File: src/rtl/wprot_pkg.sv
package wprot_pkg;
  localparam logic [1:0] PH_DEV  = 2'b00;
  localparam logic [1:0] PH_ADDR = 2'b01;
  localparam logic [1:0] PH_DATA = 2'b10;

  localparam logic [3:0] MEM_CODE  = 4'b1010;
  localparam logic [3:0] PROT_CODE = 4'b0110;
  localparam logic [2:0] SET_R_SEL = 3'b001;
  localparam logic [2:0] CLR_R_SEL = 3'b011;

  typedef enum logic [2:0] {
    CMD_NONE,
    CMD_MEM_WR,
    CMD_MEM_RD,
    CMD_SET_R,
    CMD_CLR_R,
    CMD_SET_P,
    CMD_QRY_R,
    CMD_QRY_P
  } cmd_e;

  function automatic logic is_prot_wr(cmd_e c);
    return (c == CMD_SET_R) || (c == CMD_CLR_R) || (c == CMD_SET_P);
  endfunction

  function automatic logic is_prot_any(cmd_e c);
    return is_prot_wr(c) || (c == CMD_QRY_R) || (c == CMD_QRY_P);
  endfunction
endpackage

File: src/rtl/wprot_decode.sv
module wprot_decode
  import wprot_pkg::*;
(
  input  logic [7:0] sel_i,
  input  logic [2:0] strap_i,
  input  logic       hv_i,
  output cmd_e       cmd_o
);
  logic [3:0] code;
  logic [2:0] slv;
  logic       rd;

  assign code = sel_i[7:4];
  assign slv  = sel_i[3:1];
  assign rd   = sel_i[0];

  always_comb begin
    cmd_o = CMD_NONE;
    if (code == MEM_CODE) begin
      if (slv == strap_i) cmd_o = rd ? CMD_MEM_RD : CMD_MEM_WR;
    end else if (code == PROT_CODE) begin
      // high-voltage qualified codes take priority over the strap compare
      if (hv_i && slv == SET_R_SEL)      cmd_o = rd ? CMD_QRY_R : CMD_SET_R;
      else if (hv_i && slv == CLR_R_SEL) cmd_o = rd ? CMD_QRY_R : CMD_CLR_R;
      else if (slv == strap_i)           cmd_o = rd ? CMD_QRY_P : CMD_SET_P;
    end
  end
endmodule

File: src/rtl/wprot_region.sv
module wprot_region #(
  parameter int ADDR_W   = 8,
  parameter int REG_BITS = 1,
  parameter int SW_LIMIT = 128
) (
  input  logic [ADDR_W-1:0]        addr_i,
  input  logic                     wp_i,
  input  logic                     lock_i,
  output logic [(1<<REG_BITS)-1:0] mask_o,
  output logic                     addr_ok_o
);
  localparam int NREG     = 1 << REG_BITS;
  localparam int REG_SIZE = 1 << (ADDR_W - REG_BITS);
  localparam logic [ADDR_W:0] LIM = SW_LIMIT[ADDR_W:0];

  logic in_sw;

  for (genvar r = 0; r < NREG; r++) begin : g_reg
    localparam int  BASE = r * REG_SIZE;
    localparam bit  SWZ  = (BASE < SW_LIMIT);
    assign mask_o[r] = ~wp_i & ~(SWZ & lock_i);
  end

  assign in_sw     = ({1'b0, addr_i} < LIM);
  assign addr_ok_o = ~wp_i & ~(in_sw & lock_i);
endmodule

File: src/rtl/wprot_flags.sv
module wprot_flags (
  input  logic clk_i,
  input  logic rst_ni,
  input  logic set_r_i,
  input  logic clr_r_i,
  input  logic set_p_i,
  output logic rswp_o,
  output logic pswp_o
);
  always_ff @(posedge clk_i or negedge rst_ni) begin
    if (!rst_ni) begin
      rswp_o <= 1'b0;
      pswp_o <= 1'b0;
    end else begin
      if (set_r_i)      rswp_o <= 1'b1;
      else if (clr_r_i) rswp_o <= 1'b0;
      // permanent: no path back to 0 except power-on clear
      if (set_p_i)      pswp_o <= 1'b1;
    end
  end
endmodule

File: src/rtl/wprot_ctrl.sv
module wprot_ctrl
  import wprot_pkg::*;
#(
  parameter int ADDR_W   = 8,
  parameter int REG_BITS = 1,
  parameter int SW_LIMIT = 128
) (
  input  logic                     clk_i,
  input  logic                     rst_ni,
  input  logic                     start_i,
  input  logic                     stop_i,
  input  logic                     byte_vld_i,
  input  logic [1:0]               phase_i,
  input  logic [7:0]               byte_i,
  input  logic [ADDR_W-1:0]        waddr_i,
  input  logic [2:0]               strap_i,
  input  logic                     wp_i,
  input  logic                     hv_i,
  output logic                     ack_vld_o,
  output logic                     ack_o,
  output logic                     commit_o,
  output logic [(1<<REG_BITS)-1:0] wr_mask_o
);
  localparam int NREG = 1 << REG_BITS;

  cmd_e       dec_cmd, sess_q, sess_d;
  logic [1:0] cnt_q, cnt_d;
  logic       ack_d, commit_d, addr_ok;
  logic       rswp_q, pswp_q;
  logic       set_r, clr_r, set_p;

  wprot_decode u_dec (
    .sel_i  (byte_i),
    .strap_i(strap_i),
    .hv_i   (hv_i),
    .cmd_o  (dec_cmd)
  );

  wprot_region #(
    .ADDR_W  (ADDR_W),
    .REG_BITS(REG_BITS),
    .SW_LIMIT(SW_LIMIT)
  ) u_region (
    .addr_i   (waddr_i),
    .wp_i     (wp_i),
    .lock_i   (rswp_q | pswp_q),
    .mask_o   (wr_mask_o),
    .addr_ok_o(addr_ok)
  );

  wprot_flags u_flags (
    .clk_i  (clk_i),
    .rst_ni (rst_ni),
    .set_r_i(set_r),
    .clr_r_i(clr_r),
    .set_p_i(set_p),
    .rswp_o (rswp_q),
    .pswp_o (pswp_q)
  );

  always_comb begin
    sess_d   = sess_q;
    cnt_d    = cnt_q;
    ack_d    = 1'b0;
    commit_d = 1'b0;
    set_r    = 1'b0;
    clr_r    = 1'b0;
    set_p    = 1'b0;
    if (start_i) begin
      sess_d = CMD_NONE;
      cnt_d  = 2'd0;
    end else if (stop_i) begin
      if (cnt_q == 2'd3) begin
        set_r = (sess_q == CMD_SET_R);
        clr_r = (sess_q == CMD_CLR_R);
        set_p = (sess_q == CMD_SET_P);
      end
      sess_d = CMD_NONE;
      cnt_d  = 2'd0;
    end else if (byte_vld_i) begin
      case (phase_i)
        PH_DEV: begin
          case (dec_cmd)
            CMD_MEM_WR, CMD_MEM_RD:         ack_d = 1'b1;
            CMD_SET_R, CMD_CLR_R, CMD_SET_P: ack_d = ~wp_i & ~pswp_q;
            CMD_QRY_R:                       ack_d = ~pswp_q & ~rswp_q;
            CMD_QRY_P:                       ack_d = ~pswp_q;
            default:                         ack_d = 1'b0;
          endcase
          sess_d = ack_d ? dec_cmd : CMD_NONE;
          cnt_d  = ack_d ? 2'd1 : 2'd0;
        end
        PH_ADDR: begin
          if (sess_q == CMD_MEM_WR) begin
            ack_d = 1'b1;
          end else if (is_prot_wr(sess_q) && cnt_q == 2'd1) begin
            ack_d = 1'b1;
            cnt_d = 2'd2;
          end else if (is_prot_wr(sess_q)) begin
            sess_d = CMD_NONE;
            cnt_d  = 2'd0;
          end
        end
        PH_DATA: begin
          if (sess_q == CMD_MEM_WR) begin
            ack_d    = addr_ok;
            commit_d = addr_ok;
          end else if (is_prot_wr(sess_q) && cnt_q == 2'd2) begin
            ack_d = 1'b1;
            cnt_d = 2'd3;
          end else if (is_prot_wr(sess_q)) begin
            // over-long protect command is cancelled
            sess_d = CMD_NONE;
            cnt_d  = 2'd0;
          end
        end
        default: ;
      endcase
    end
  end

  always_ff @(posedge clk_i or negedge rst_ni) begin
    if (!rst_ni) begin
      sess_q    <= CMD_NONE;
      cnt_q     <= 2'd0;
      ack_vld_o <= 1'b0;
      ack_o     <= 1'b0;
      commit_o  <= 1'b0;
    end else begin
      sess_q    <= sess_d;
      cnt_q     <= cnt_d;
      ack_vld_o <= byte_vld_i;
      ack_o     <= ack_d;
      commit_o  <= commit_d;
    end
  end

  logic unused_nreg;
  assign unused_nreg = (NREG == 0);
endmodule

File: config.mk
export PLATFORM = sky130hd
export DESIGN_NAME = wprot_ctrl
export DESIGN_NICKNAME = d
export VERILOG_FILES = /design/src/rtl/wprot_pkg.sv /design/src/rtl/wprot_decode.sv /design/src/rtl/wprot_region.sv /design/src/rtl/wprot_flags.sv /design/src/rtl/wprot_ctrl.sv
export SDC_FILE = /design/constraint.sdc
export NUM_CORES = 1
export LEC_CHECK = 0
export ABC_AREA = 1
export ABC_CLOCK_PERIOD_IN_PS = 3000
export BUFFER_PORTS_ARGS = -buffer_cell sky130_fd_sc_hd__buf_4
export CAP_MARGIN = 20
export CORE_MARGIN = 2
export CORE_UTILIZATION = 51
export DETAILED_ROUTE_END_ITERATION = 7
export PLACE_DENSITY = 0.88
export SLEW_MARGIN = 25
export SYNTH_ARGS = -nofsm -noshare
export SYNTH_HDL_FRONTEND = slang
export SYNTH_SLANG_ARGS = --single-unit
File: constraint.sdc
create_clock -name clk_i -period 3 [get_ports clk_i]
set_input_delay 0.3 -clock clk_i [delete_from_list [all_inputs] [get_ports clk_i]]
set_output_delay 0.3 -clock clk_i [all_outputs]
set_load 0.01 [all_outputs]
==> impl_results.md <==
- Kind of critical path: reg2reg
- Initial antenna violation count: 0
- Unique masters post-synth: 24
- # IOs: 33
- Initial Util: 0.5570
- Nature of the critical path endpoint: flop
- Initial drt markers: 21
- Clock Latency Late Sink: 0.27 ns
- Max-cap violations: 0
- Global route total overflow: 0
- R2R Path Start: sess_q[2]
- CP startpoint kind: flop
- CP Cell Sequence: inv_1, nand3_1, nand2_1, nand4_1, o21ai_2, inv_2, o211ai_1, nand2_1, o21ai_1
- PwrDens: 273.8 nW/um^2
- DRT antenna net count: 0
- Synth area leader: dfrtp_1
- Hold crit path type: in2reg
- Total CTS buffers: 3
- Number of port buffers: 25
- Outcome: finished clean
- CTS tree: yes
- DRT met1 WL: 770 microns
- Setup TNS: 0 ns
- Routed wl met2: 1019 microns
- Leading post-synthesis cells by cell area: dfrtp_1 29%, inv_1 12%, nand2_1 12%, ha_1 5.8%, nor2_1 5.6%
- Crit-path max FO: 3
- VDD IR max: 0.1382 mV
- RSZ-0062 raised after global routing: false
- CP Launch Point: sess_q[2]
- Syn Nets: 161
- Post-detail-place hpwl: 1668 microns
- CP required: 3.19 ns
- Die H: 45.26 microns
- Global-route wire length before repair: 3146 microns
- Final setup fails: 0
- Vias per inst: 5.609
- Final Net Count: 192
- Highest routed metal layer: met4
- Gr usage total: 0.2121
- Placer congestion estimate: 0.9128
- Asr flop ratio synth: 1.000
- Max incr delay on CP: 0.40 ns
- Area grow syn2layout: 27.67%
- Ant diodes: 0
- Largest net degree at the start of global routing: 11
- Root buf cell: clkbuf_4
- Synth top area share: 0.2882
- CTS Sinks: 10
- DIE WIDTH: 45.26 microns
- CP max stage cell: dfrtp_1
- Clk_skew: 0.007926 ns
- Drt wl/cell: 11.55 microns
- Routed WL: 2010 microns
- Final Slew Violations: 0
- Post-synthesis sequential area ratio: 0.2882
- Register Area: 250.2 sq um
- Upper clock frequency limit: 659.4 MHz
- Endpoints failing hold: 0
- Yosys warning count: 0
- Reg clk slew, reported paths: 0.07 ns
- Core Rows: 14
- Via Count: 976
- Worst Path Arrival: 1.71 ns
- Core footprint: 1559 sq um
- Multi-input logic area: 513.0 sq um
- Number of synthesized flops with an enable pin: 0
- Cell Area, Synth: 868.3 sq um
- Cell count after synthesis: 129
- P_leak: 0.5723 nW
- Placed cells: 170
- Vias in the first global route: 881
- Clk buf depth: 2
- Register bit total from synthesis: 10
- Slew at the pin closest to its max-slew limit: 0.3279 ns
- Fin cells: 174
- Drt first pass iters: 4
- Number of fillers in the final layout: 130
- Final min period: 1.517 ns
- Htree depth: 1
- Metal3 WL: 169 microns
- Final worst-path cycle share: 0.5055
- Most used DFF post-synth: dfrtp_1
- Crit path top cell by count: nand2_1
- DRC viols: 0
- Synth Area per Inst: 6.731 sq um
- Worst Hold Launch: byte_vld_i
- Most frequent cells in the layout: 27 x inv_1, 27 x nand2_1, 25 x buf_4
- Slew margin rel.: 0.7797
- Layout cells sized above 1: 0.2405
- Die ar.: 2048 sq um
==> what timing repair did <==
action | CTS | global route
setup buffers | 0 | 0
endpoints found under the hold margin | 10 | 0
hold buffers | 1 | 0
resized for setup | 0 | 0
==> metrics by stage <==
stage	hold slack (ns)	power [mW]	setup slack [ns]	utilization	instance area [sq um]
after floorplan	0.004409	0.1735	1.613	-	868.3
after global placement	0.1336	0.2076	1.343	0.6902	1076
after detailed placement	0.1363	0.2106	1.288	0.6902	1076
after CTS	0.1629	0.3013	1.482	0.7111	1109
after global routing	0.1613	0.3171	1.360	0.7111	1109
final	0.1584	0.3035	1.483	0.7111	1109
==> critical path, delay by kind of cell (launching register included) <==
family | cells | cell delay [ns]
buffers and inverters | 2 | 0.16
AND/OR/NAND/NOR | 4 | 0.45
AO/OA/AOI/OAI | 3 | 0.43
flip-flops | 1 | 0.40
==> final timing paths <==
check | depth (start not counted) | slack (ns) | to
worst min-delay path | 1 | 0.16 | ack_vld_o
worst max-delay path | 9 | 1.48 | sess_q[2]
worst min register to register | 1 | 0.54 | u_flags.pswp_o
max in group asynchronous | 2 | 2.46 | sess_q[2]
worst max register to register | 9 | 1.48 | sess_q[2]
min in group asynchronous | 2 | 0.39 | commit_o
==> Yosys cell counts, drive strengths merged, types with 2 or more instances <==
cell type,instances
nand2,29
dfrtp,10
a21oi,5
ha,4
nand3b,2
nor3,7
o21ai,5
o211ai,3
or2,3
nor2,13
nand3,11
inv,28
nand4,4
==> final cells by class <==
type                            count  share of cell area
Timing Repair Buffer               26              0.1783
Clock buffer                        3             0.02032
Sequential cell                    10              0.2257
Inverter                           28             0.09481
Tap cell                           16             0.01806
Multi-Input combinational cell     91              0.4628
==> per-layer routing <==
metal	vias up	global-route usage
met4	0	0.1588
li1	479	-
met5	-	0
met3	6	0.02800
met2	52	0.3943
met1	439	0.2090
==> kinds of logic after synthesis <==
family / count (synthesis) / synth area share
flops: 10 / 0.2882
fa+ha+maj: 4 / 0.05764
buf+inv: 28 / 0.1210
xor+xnor: 1 / 0.01874
compound gates: 16 / 0.1138
simple gates: 70 / 0.4006
==> registers in the layout, summed over array words and instances (netlist names) <==
register,count
u_flags.rswp_o,1
commit_o,1
sess_q,3
cnt_q,2
u_flags.pswp_o,1
ack_o,1
ack_vld_o,1
==> where the power goes <==
| group | internal [mW] | switching (mW) | leakage, nW | total [mW] |
|---|---|---|---|---|
| clock network | 0.0464 | 0.0479 | 0.0138 | 0.0943 |
| logic | 0.0339 | 0.0391 | 0.426 | 0.0729 |
| registers | 0.136 | 0.000592 | 0.132 | 0.136 |
| total | 0.216 | 0.0876 | 0.572 | 0.304 |
Note: power is estimated with default switching activity, not from simulation.
